[config.mk]
export PLATFORM = sky130hd
export DESIGN_NAME = mbist_misr_top
export DESIGN_NICKNAME = d
export VERILOG_FILES = /design/src/rtl/mbist_pkg.sv /design/src/rtl/mbist_addr_gen.sv /design/src/rtl/mbist_misr.sv /design/src/rtl/mbist_ctrl.sv /design/src/rtl/mbist_misr_top.sv
export SDC_FILE = /design/constraint.sdc
export NUM_CORES = 1
export LEC_CHECK = 0
export ABC_AREA = 1
export BUFFER_PORTS_ARGS = -buffer_cell sky130_fd_sc_hd__clkbuf_2
export CAP_MARGIN = 20
export CELL_PAD_IN_SITES_DETAIL_PLACEMENT = 0
export CELL_PAD_IN_SITES_GLOBAL_PLACEMENT = 1
export CORE_ASPECT_RATIO = 1.4
export CORE_MARGIN = 2
export CORE_UTILIZATION = 35
export DETAILED_ROUTE_END_ITERATION = 6
export PLACE_DENSITY = 0.74
export SETUP_SLACK_MARGIN = 0.1
export SLEW_MARGIN = 15
export SYNTH_ARGS = -nofsm -noshare
export SYNTH_HDL_FRONTEND = slang
export SYNTH_SLANG_ARGS = --single-unit
[constraint.sdc]
create_clock -name clk -period 2.06 [get_ports clk]
set_clock_uncertainty 0.05 [all_clocks]
set_input_delay 0.103 -clock clk [delete_from_list [all_inputs] [get_ports clk]]
set_output_delay 0.103 -clock clk [all_outputs]
set_load 0.02 [all_outputs]
[src/rtl/mbist_pkg.sv]
package mbist_pkg;

  localparam int NUM_ELEM = 8;
  localparam int NUM_PASS = 2;
  localparam int ELEM_W   = $clog2(NUM_ELEM);

  typedef enum logic [1:0] {
    OP_WR_TRUE = 2'd0,
    OP_WR_INV  = 2'd1,
    OP_RD      = 2'd2
  } mem_op_e;

  typedef enum logic [2:0] {
    ST_IDLE  = 3'd0,
    ST_RUN   = 3'd1,
    ST_DRAIN = 3'd2,
    ST_CHECK = 3'd3,
    ST_DONE  = 3'd4
  } bist_state_e;

  // Operation carried out by each sweep of a pass (order is behaviour).
  function automatic mem_op_e element_op(input logic [ELEM_W-1:0] e);
    mem_op_e op;
    case (e)
      3'd0:    op = OP_WR_TRUE;
      3'd2:    op = OP_WR_INV;
      3'd5:    op = OP_WR_TRUE;
      default: op = OP_RD;
    endcase
    return op;
  endfunction

endpackage

[src/rtl/mbist_addr_gen.sv]
module mbist_addr_gen #(
  parameter int AW = 4
) (
  input  logic          clk,
  input  logic          rst_n,
  input  logic          clear,
  input  logic          step,
  input  logic          descend,
  output logic [AW-1:0] addr,
  output logic          last
);

  logic [AW-1:0] idx_q;

  always_ff @(posedge clk or negedge rst_n) begin
    if (!rst_n)     idx_q <= '0;
    else if (clear) idx_q <= '0;
    else if (step)  idx_q <= idx_q + 1'b1;  // wraps to 0 after the last index
  end

  // Reversed order over a power-of-two range is the bitwise inverse of the index.
  assign addr = descend ? ~idx_q : idx_q;
  assign last = &idx_q;

  assert_addr_up_R3: assert property (@(posedge clk) disable iff (!rst_n)
    (step && !clear && !last && !descend) |=> (addr == $past(addr) + 1'b1));

  assert_addr_down_R3: assert property (@(posedge clk) disable iff (!rst_n)
    (step && !clear && !last && descend) |=> (addr == $past(addr) - 1'b1));

endmodule

[src/rtl/mbist_misr.sv]
module mbist_misr #(
  parameter int DW = 8
) (
  input  logic          clk,
  input  logic          rst_n,
  input  logic          clear,
  input  logic          upd,
  input  logic [DW-1:0] poly,
  input  logic [DW-1:0] din,
  output logic [DW-1:0] sig
);

  logic [DW-1:0] sig_q;
  logic [DW-1:0] sig_d;
  logic          fb;

  assign fb = sig_q[DW-1];

  for (genvar i = 0; i < DW; i++) begin : g_bit
    if (i == 0) begin : g_lsb
      assign sig_d[i] = (poly[i] & fb) ^ din[i];
    end else begin : g_upper
      assign sig_d[i] = sig_q[i-1] ^ (poly[i] & fb) ^ din[i];
    end
  end

  always_ff @(posedge clk or negedge rst_n) begin
    if (!rst_n)     sig_q <= '0;
    else if (clear) sig_q <= '0;
    else if (upd)   sig_q <= sig_d;
  end

  assign sig = sig_q;

  assert_misr_hold_R4: assert property (@(posedge clk) disable iff (!rst_n)
    (!clear && !upd) |=> (sig == $past(sig)));

  assert_misr_seed_R4: assert property (@(posedge clk) disable iff (!rst_n)
    clear |=> (sig == '0));

endmodule

[src/rtl/mbist_ctrl.sv]
module mbist_ctrl
  import mbist_pkg::*;
#(
  parameter int AW = 4,
  parameter int DW = 8
) (
  input  logic          clk,
  input  logic          rst_n,
  input  logic          start,
  input  logic [AW-1:0] addr,
  input  logic          addr_last,
  output logic          gen_clear,
  output logic          gen_step,
  output logic          descend,
  output logic          mem_req,
  output logic          mem_we,
  output logic [DW-1:0] mem_wdata,
  output logic          rd_valid,
  output logic          misr_clear,
  output logic          check_now,
  output logic          check_pass,
  output logic          launch,
  output logic          done
);

  bist_state_e       state_q, state_d;
  logic [ELEM_W-1:0] elem_q, elem_d;
  logic              pass_q, pass_d;
  logic              rd_q;
  mem_op_e           op;
  logic [DW-1:0]     addr_word;

  if (DW > AW) begin : g_pad
    assign addr_word = {{(DW-AW){1'b0}}, addr};
  end else begin : g_flat
    assign addr_word = addr;
  end

  always_comb begin
    state_d    = state_q;
    elem_d     = elem_q;
    pass_d     = pass_q;
    gen_clear  = 1'b0;
    gen_step   = 1'b0;
    misr_clear = 1'b0;
    check_now  = 1'b0;
    launch     = 1'b0;
    case (state_q)
      ST_IDLE, ST_DONE: begin
        if (start) begin
          launch     = 1'b1;
          state_d    = ST_RUN;
          elem_d     = '0;
          pass_d     = 1'b0;
          gen_clear  = 1'b1;
          misr_clear = 1'b1;
        end
      end
      ST_RUN: begin
        gen_step = 1'b1;
        if (addr_last) begin
          if (elem_q == ELEM_W'(NUM_ELEM - 1)) state_d = ST_DRAIN;
          else                                  elem_d  = elem_q + 1'b1;
        end
      end
      ST_DRAIN: state_d = ST_CHECK;
      ST_CHECK: begin
        check_now = 1'b1;
        if (!pass_q) begin
          pass_d     = 1'b1;
          elem_d     = '0;
          state_d    = ST_RUN;
          misr_clear = 1'b1;
        end else begin
          state_d = ST_DONE;
        end
      end
      default: state_d = ST_IDLE;
    endcase
  end

  always_ff @(posedge clk or negedge rst_n) begin
    if (!rst_n) begin
      state_q <= ST_IDLE;
      elem_q  <= '0;
      pass_q  <= 1'b0;
      rd_q    <= 1'b0;
    end else begin
      state_q <= state_d;
      elem_q  <= elem_d;
      pass_q  <= pass_d;
      rd_q    <= mem_req && !mem_we;
    end
  end

  assign op         = element_op(elem_q);
  assign mem_req    = (state_q == ST_RUN);
  assign mem_we     = mem_req && (op != OP_RD);
  assign mem_wdata  = !mem_we ? '0 : ((op == OP_WR_INV) ? ~addr_word : addr_word);
  assign rd_valid   = rd_q;
  assign descend    = pass_q;
  assign check_pass = pass_q;
  assign done       = (state_q == ST_DONE);

  // Each new sweep begins at the first address of the pass direction.
  assert_sweep_start_R2: assert property (@(posedge clk) disable iff (!rst_n)
    (state_q == ST_RUN && $past(state_q) == ST_RUN && elem_q != $past(elem_q))
      |-> ((pass_q && addr == {AW{1'b1}}) || (!pass_q && addr == '0)));

  assert_start_ignored_R7: assert property (@(posedge clk) disable iff (!rst_n)
    (state_q == ST_RUN && start && !addr_last)
      |=> (state_q == ST_RUN && elem_q == $past(elem_q) && pass_q == $past(pass_q)));

  assert_gap_quiet_R3: assert property (@(posedge clk) disable iff (!rst_n)
    (state_q == ST_CHECK) |-> ($past(state_q) == ST_DRAIN && !mem_req));

endmodule

[src/rtl/mbist_misr_top.sv]
module mbist_misr_top
  import mbist_pkg::*;
#(
  parameter int            AW     = 4,
  parameter int            DW     = 8,
  parameter logic [DW-1:0] POLY_A = 'h1D,
  parameter logic [DW-1:0] POLY_B = 'h4D,
  parameter logic [DW-1:0] GOLD_A = '0,
  parameter logic [DW-1:0] GOLD_B = '0
) (
  input  logic                   clk,
  input  logic                   rst_n,
  input  logic                   start,
  output logic                   mem_req,
  output logic                   mem_we,
  output logic [AW-1:0]          mem_addr,
  output logic [DW-1:0]          mem_wdata,
  input  logic [DW-1:0]          mem_rdata,
  output logic                   done,
  output logic                   ok,
  output logic [NUM_PASS*DW-1:0] sig_final
);

  localparam logic [DW-1:0] POLY_TBL [NUM_PASS] = '{POLY_A, POLY_B};
  localparam logic [DW-1:0] GOLD_TBL [NUM_PASS] = '{GOLD_A, GOLD_B};

  logic          gen_clear, gen_step, descend, addr_last;
  logic          rd_valid, misr_clear, check_now, check_pass, launch;
  logic [DW-1:0] misr_sig;
  logic [DW-1:0] slot_q [NUM_PASS];
  logic          fail_q;

  mbist_addr_gen #(.AW(AW)) u_addr (
    .clk     (clk),
    .rst_n   (rst_n),
    .clear   (gen_clear),
    .step    (gen_step),
    .descend (descend),
    .addr    (mem_addr),
    .last    (addr_last)
  );

  mbist_ctrl #(.AW(AW), .DW(DW)) u_ctrl (
    .clk        (clk),
    .rst_n      (rst_n),
    .start      (start),
    .addr       (mem_addr),
    .addr_last  (addr_last),
    .gen_clear  (gen_clear),
    .gen_step   (gen_step),
    .descend    (descend),
    .mem_req    (mem_req),
    .mem_we     (mem_we),
    .mem_wdata  (mem_wdata),
    .rd_valid   (rd_valid),
    .misr_clear (misr_clear),
    .check_now  (check_now),
    .check_pass (check_pass),
    .launch     (launch),
    .done       (done)
  );

  mbist_misr #(.DW(DW)) u_misr (
    .clk   (clk),
    .rst_n (rst_n),
    .clear (misr_clear),
    .upd   (rd_valid),
    .poly  (POLY_TBL[descend]),
    .din   (mem_rdata),
    .sig   (misr_sig)
  );

  always_ff @(posedge clk or negedge rst_n) begin
    if (!rst_n) begin
      for (int p = 0; p < NUM_PASS; p++) slot_q[p] <= '0;
      fail_q <= 1'b0;
    end else if (launch) begin
      for (int p = 0; p < NUM_PASS; p++) slot_q[p] <= '0;
      fail_q <= 1'b0;
    end else if (check_now) begin
      slot_q[check_pass] <= misr_sig;
      if (misr_sig != GOLD_TBL[check_pass]) fail_q <= 1'b1;
    end
  end

  for (genvar p = 0; p < NUM_PASS; p++) begin : g_out
    assign sig_final[p*DW +: DW] = slot_q[p];
  end

  assign ok = done && !fail_q;

  assert_fold_on_read_R4: assert property (@(posedge clk) disable iff (!rst_n)
    !$stable(misr_sig) |-> $past(rd_valid || misr_clear));

  assert_result_hold_R6: assert property (@(posedge clk) disable iff (!rst_n)
    (done && !start) |=> (done && $stable(sig_final) && ok == $past(ok)));

endmodule

==> qor.yml <==
critical_path:
  cp_slowest_cell: "dfrtp_1"
  r2r-end: "u_misr.sig[5]"
  critPathCaptureType: "output pin"
  critPathMaxStageDelay_ps: 430
  path_class: "flop to output pin"
  required_ps: 1910
  r2r_setup_slack_ps: 490
  crit_fanout: 6
  r2r-start: "u_ctrl.state_q[0]"
  r2r_cells: 6
  cp-endpoint: "mem_wdata[3]"
  crit_buf_inv: 2
  crit_arrival_ps: 1660
  critPathTopFamily: "simple AND/OR/NAND/NOR gates"
  worstSetupPathDepth: 7
  startpoint_type: "flop"
  startpoint: "u_ctrl.elem_q[0]"
  crit_chain: "inv_1 > ha_1 > nand2_2 > nand3_1 > nand2_1 > nor2_1 > clkbuf_2"
timing:
  rsz0062_at_grt: "no"
  slew_headroom_pct: 63.97
  worstMarginPinSlew_ps: 540.5
  setup-violations-final: 0
  setup_tns_ps: 0
  fin_crit_sh_pct: 88.06
  fin_crit_ps: 1814
  final-hold-violation-count: 0
  fmax_ghz: 0.5513
  finalMaxSlewViolations: 0
global_routing:
  grt_pass1_wl_um: 7590
  antenna_found_initial: 0
  grt_max_degree: 22
  track_usage_pct: 16.35
  grt_pass1_vias: 1616
  grt_overflow_total: 0
logic_synthesis:
  ys_seq_elements: 37
  yosys-top-cells-count: "51 x nand2_1, 37 x dfrtp_1, 35 x nor2_1"
  netlist_area_um2: 1986
  synthCells: 244
  synth_area_leaders: "dfrtp_1 47%, nand2_1 9.6%, nor2_1 6.6%"
  synth.largest_area_cell: "dfrtp_1"
  synth_async_sr_flop_share_pct: 100.0
  synth_compound_area_share_pct: 9.200
  yosys_warnings: 0
  synth_seq_area_share_pct: 46.63
  synth_edf_count: 0
  synthAdderAreaFrac_pct: 3.781
  synth.distinct_cells: 24
  synthSimpleGateAreaFrac_pct: 24.64
  synth_area_per_cell_um2: 8.138
  synth_nets: 261
  synth_top_family_by_area: "simple AND/OR/NAND/NOR gates"
  synthFlopType: "dfrtp_1"
  synth_most_common_cell: "nand2_1"
  synthXorXnorAreaFrac_pct: 6.616
  synthMuxAreaShare_pct: 0
  netlist.area_leader.share_pct: 46.63
clocking:
  clk_latency_ps: 300
  cts_buffers: 5
  clock_path_buffers: 2
  h-tree-depth: 2
  cts.sinks: 37
  clk_pin_slew_worst_paths_ps: 80
  cts_tree: "done"
  root_buffer: "clkbuf_8"
route:
  vias_per_cell: 4.621
  drt_first_pass_iters: 4
  route.detailed.drc: 0
  wl_per_cell_um: 12.89
  routed_wl_um: 4563
  num_vias: 1636
  drtIter0Drc: 63
  postRouteAntennaNets: 0
placed_design:
  place_hpwl_um: 3493
  numPortBuffers: 42
  gp_congestion: 0.7618
floorplanning:
  row_count: 32
  io_pins: 43
  coreArea_um2: 5485
  initial_utilization_pct: 36.20
  dieArea_um2: 6301
  fp.dieH_um: 93.12
  dieWidth_um: 67.66
flow_run:
  cap_violations: 0
status:
  outcome: "completed"
layout:
  drive_gt1_share_pct: 23.43
  finalNetCount: 302
  syn2layout_area_growth_pct: 19.16
  antenna_cells: 0
  utilization_pct: 43.13
pwr:
  powerDensity_nw_per_um2: 1681
  peakVddDrop_v: 0.0007790
  leakage_nw: 1.285
hold_path:
  holdCritPathClass: "primary input to flop"
[flip-flops by register name, summed over array words and instances, names as in the netlist]
register,cells
sig_final,16
u_ctrl.elem_q,3
u_ctrl.rd_valid,1
u_addr.idx_q,4
u_misr.sig,8
u_ctrl.check_pass,1
u_ctrl.state_q,3
fail_q,1
[what timing repair did]
action	CTS	global route
endpoints found under the hold margin	16	0
endpoints found under the setup margin	0	5
gates resized for setup	0	2
setup buffers	0	0
hold buffers	1	0
[stage by stage]
| step | instances | total power, W | worst slack, ps | area, µm² | hold slack [ps] |
|---|---|---|---|---|---|
| floorplan | 244 | 0.002722 | 484.5 | 1986 | -242.6 |
| global placement | 345 | 0.003244 | 495.9 | 2220 | 2.879 |
| detailed placement | 345 | 0.003264 | 460.8 | 2220 | 12.89 |
| CTS | 354 | 0.004029 | 127.0 | 2364 | 66.21 |
| global route | 354 | 0.004331 | 109.9 | 2366 | 78.74 |
| finish | 354 | 0.003978 | 246.0 | 2366 | 67.63 |
[logic make-up after synthesis]
logic type / after synthesis
AND/OR/NAND/NOR: 114
buffers and inverters: 39
flip-flops: 37
AO/OA/AOI/OAI: 33
XOR/XNOR: 15
adder cells (fa/ha/maj): 6
[power breakdown]
group	switching [W]	leakage, nW	internal [W]
logic	0.00129	0.724	0.000640
clock network	0.000274	0.0681	0.000481
registers	0.000293	0.493	0.000998
[worst reg2reg max path, cell delays in order, from the launching register on]
cell     delay [ps]
dfrtp_1         470
nor2_2          170
nand2_2         190
nand2_1         150
nand2_2         190
inv_1           180
nor2_1           70
[layout make-up]
type	count	area, µm²
clock inverter	3	65.06
timing repair buffer	45	235.2
fill	563	3119
clock buffer	5	68.82
sequential	37	925.9
tap	68	85.08
multi-input combinational	168	880.8
inverter	28	105.1
[layout by cell type (no fill, tap or decap), drive strengths merged, types with 2 or more instances in the layout]
cell    netlist  layout
nand2        54      54
o21ai        25      25
dfrtp        37      37
bufinv        0       2
nor2         36      36
ha            6       6
xor2         14      14
buf          10       3
nand3        21      21
clkbuf        1      46
inv          28      28
a21oi         7       7
[worst min-delay path by stage]
stage / slack, ps / endpoint / cells after the start / startpoint
after floorplan: -240 / fail_q / 0 / rst_n
after global placement: 3 / u_misr.sig[4] / 1 / rst_n
after detailed placement: 10 / u_misr.sig[4] / 1 / rst_n
after CTS: 70 / u_misr.sig[2] / 4 / mem_rdata[2]
after global routing: 80 / u_misr.sig[2] / 4 / mem_rdata[2]
final: 70 / u_misr.sig[2] / 4 / mem_rdata[2]
[layer usage]
layer  vias to the layer above  wire length [µm]  global-route usage, %
li1                        845                 -                      -
met1                       743              1917                  18.71
met2                        41              2356                  28.35
met3                         7               188                  3.369
met4                         0               100                  7.483
met5                         -                 0                      0
Note: power is estimated with default switching activity, not from simulation.
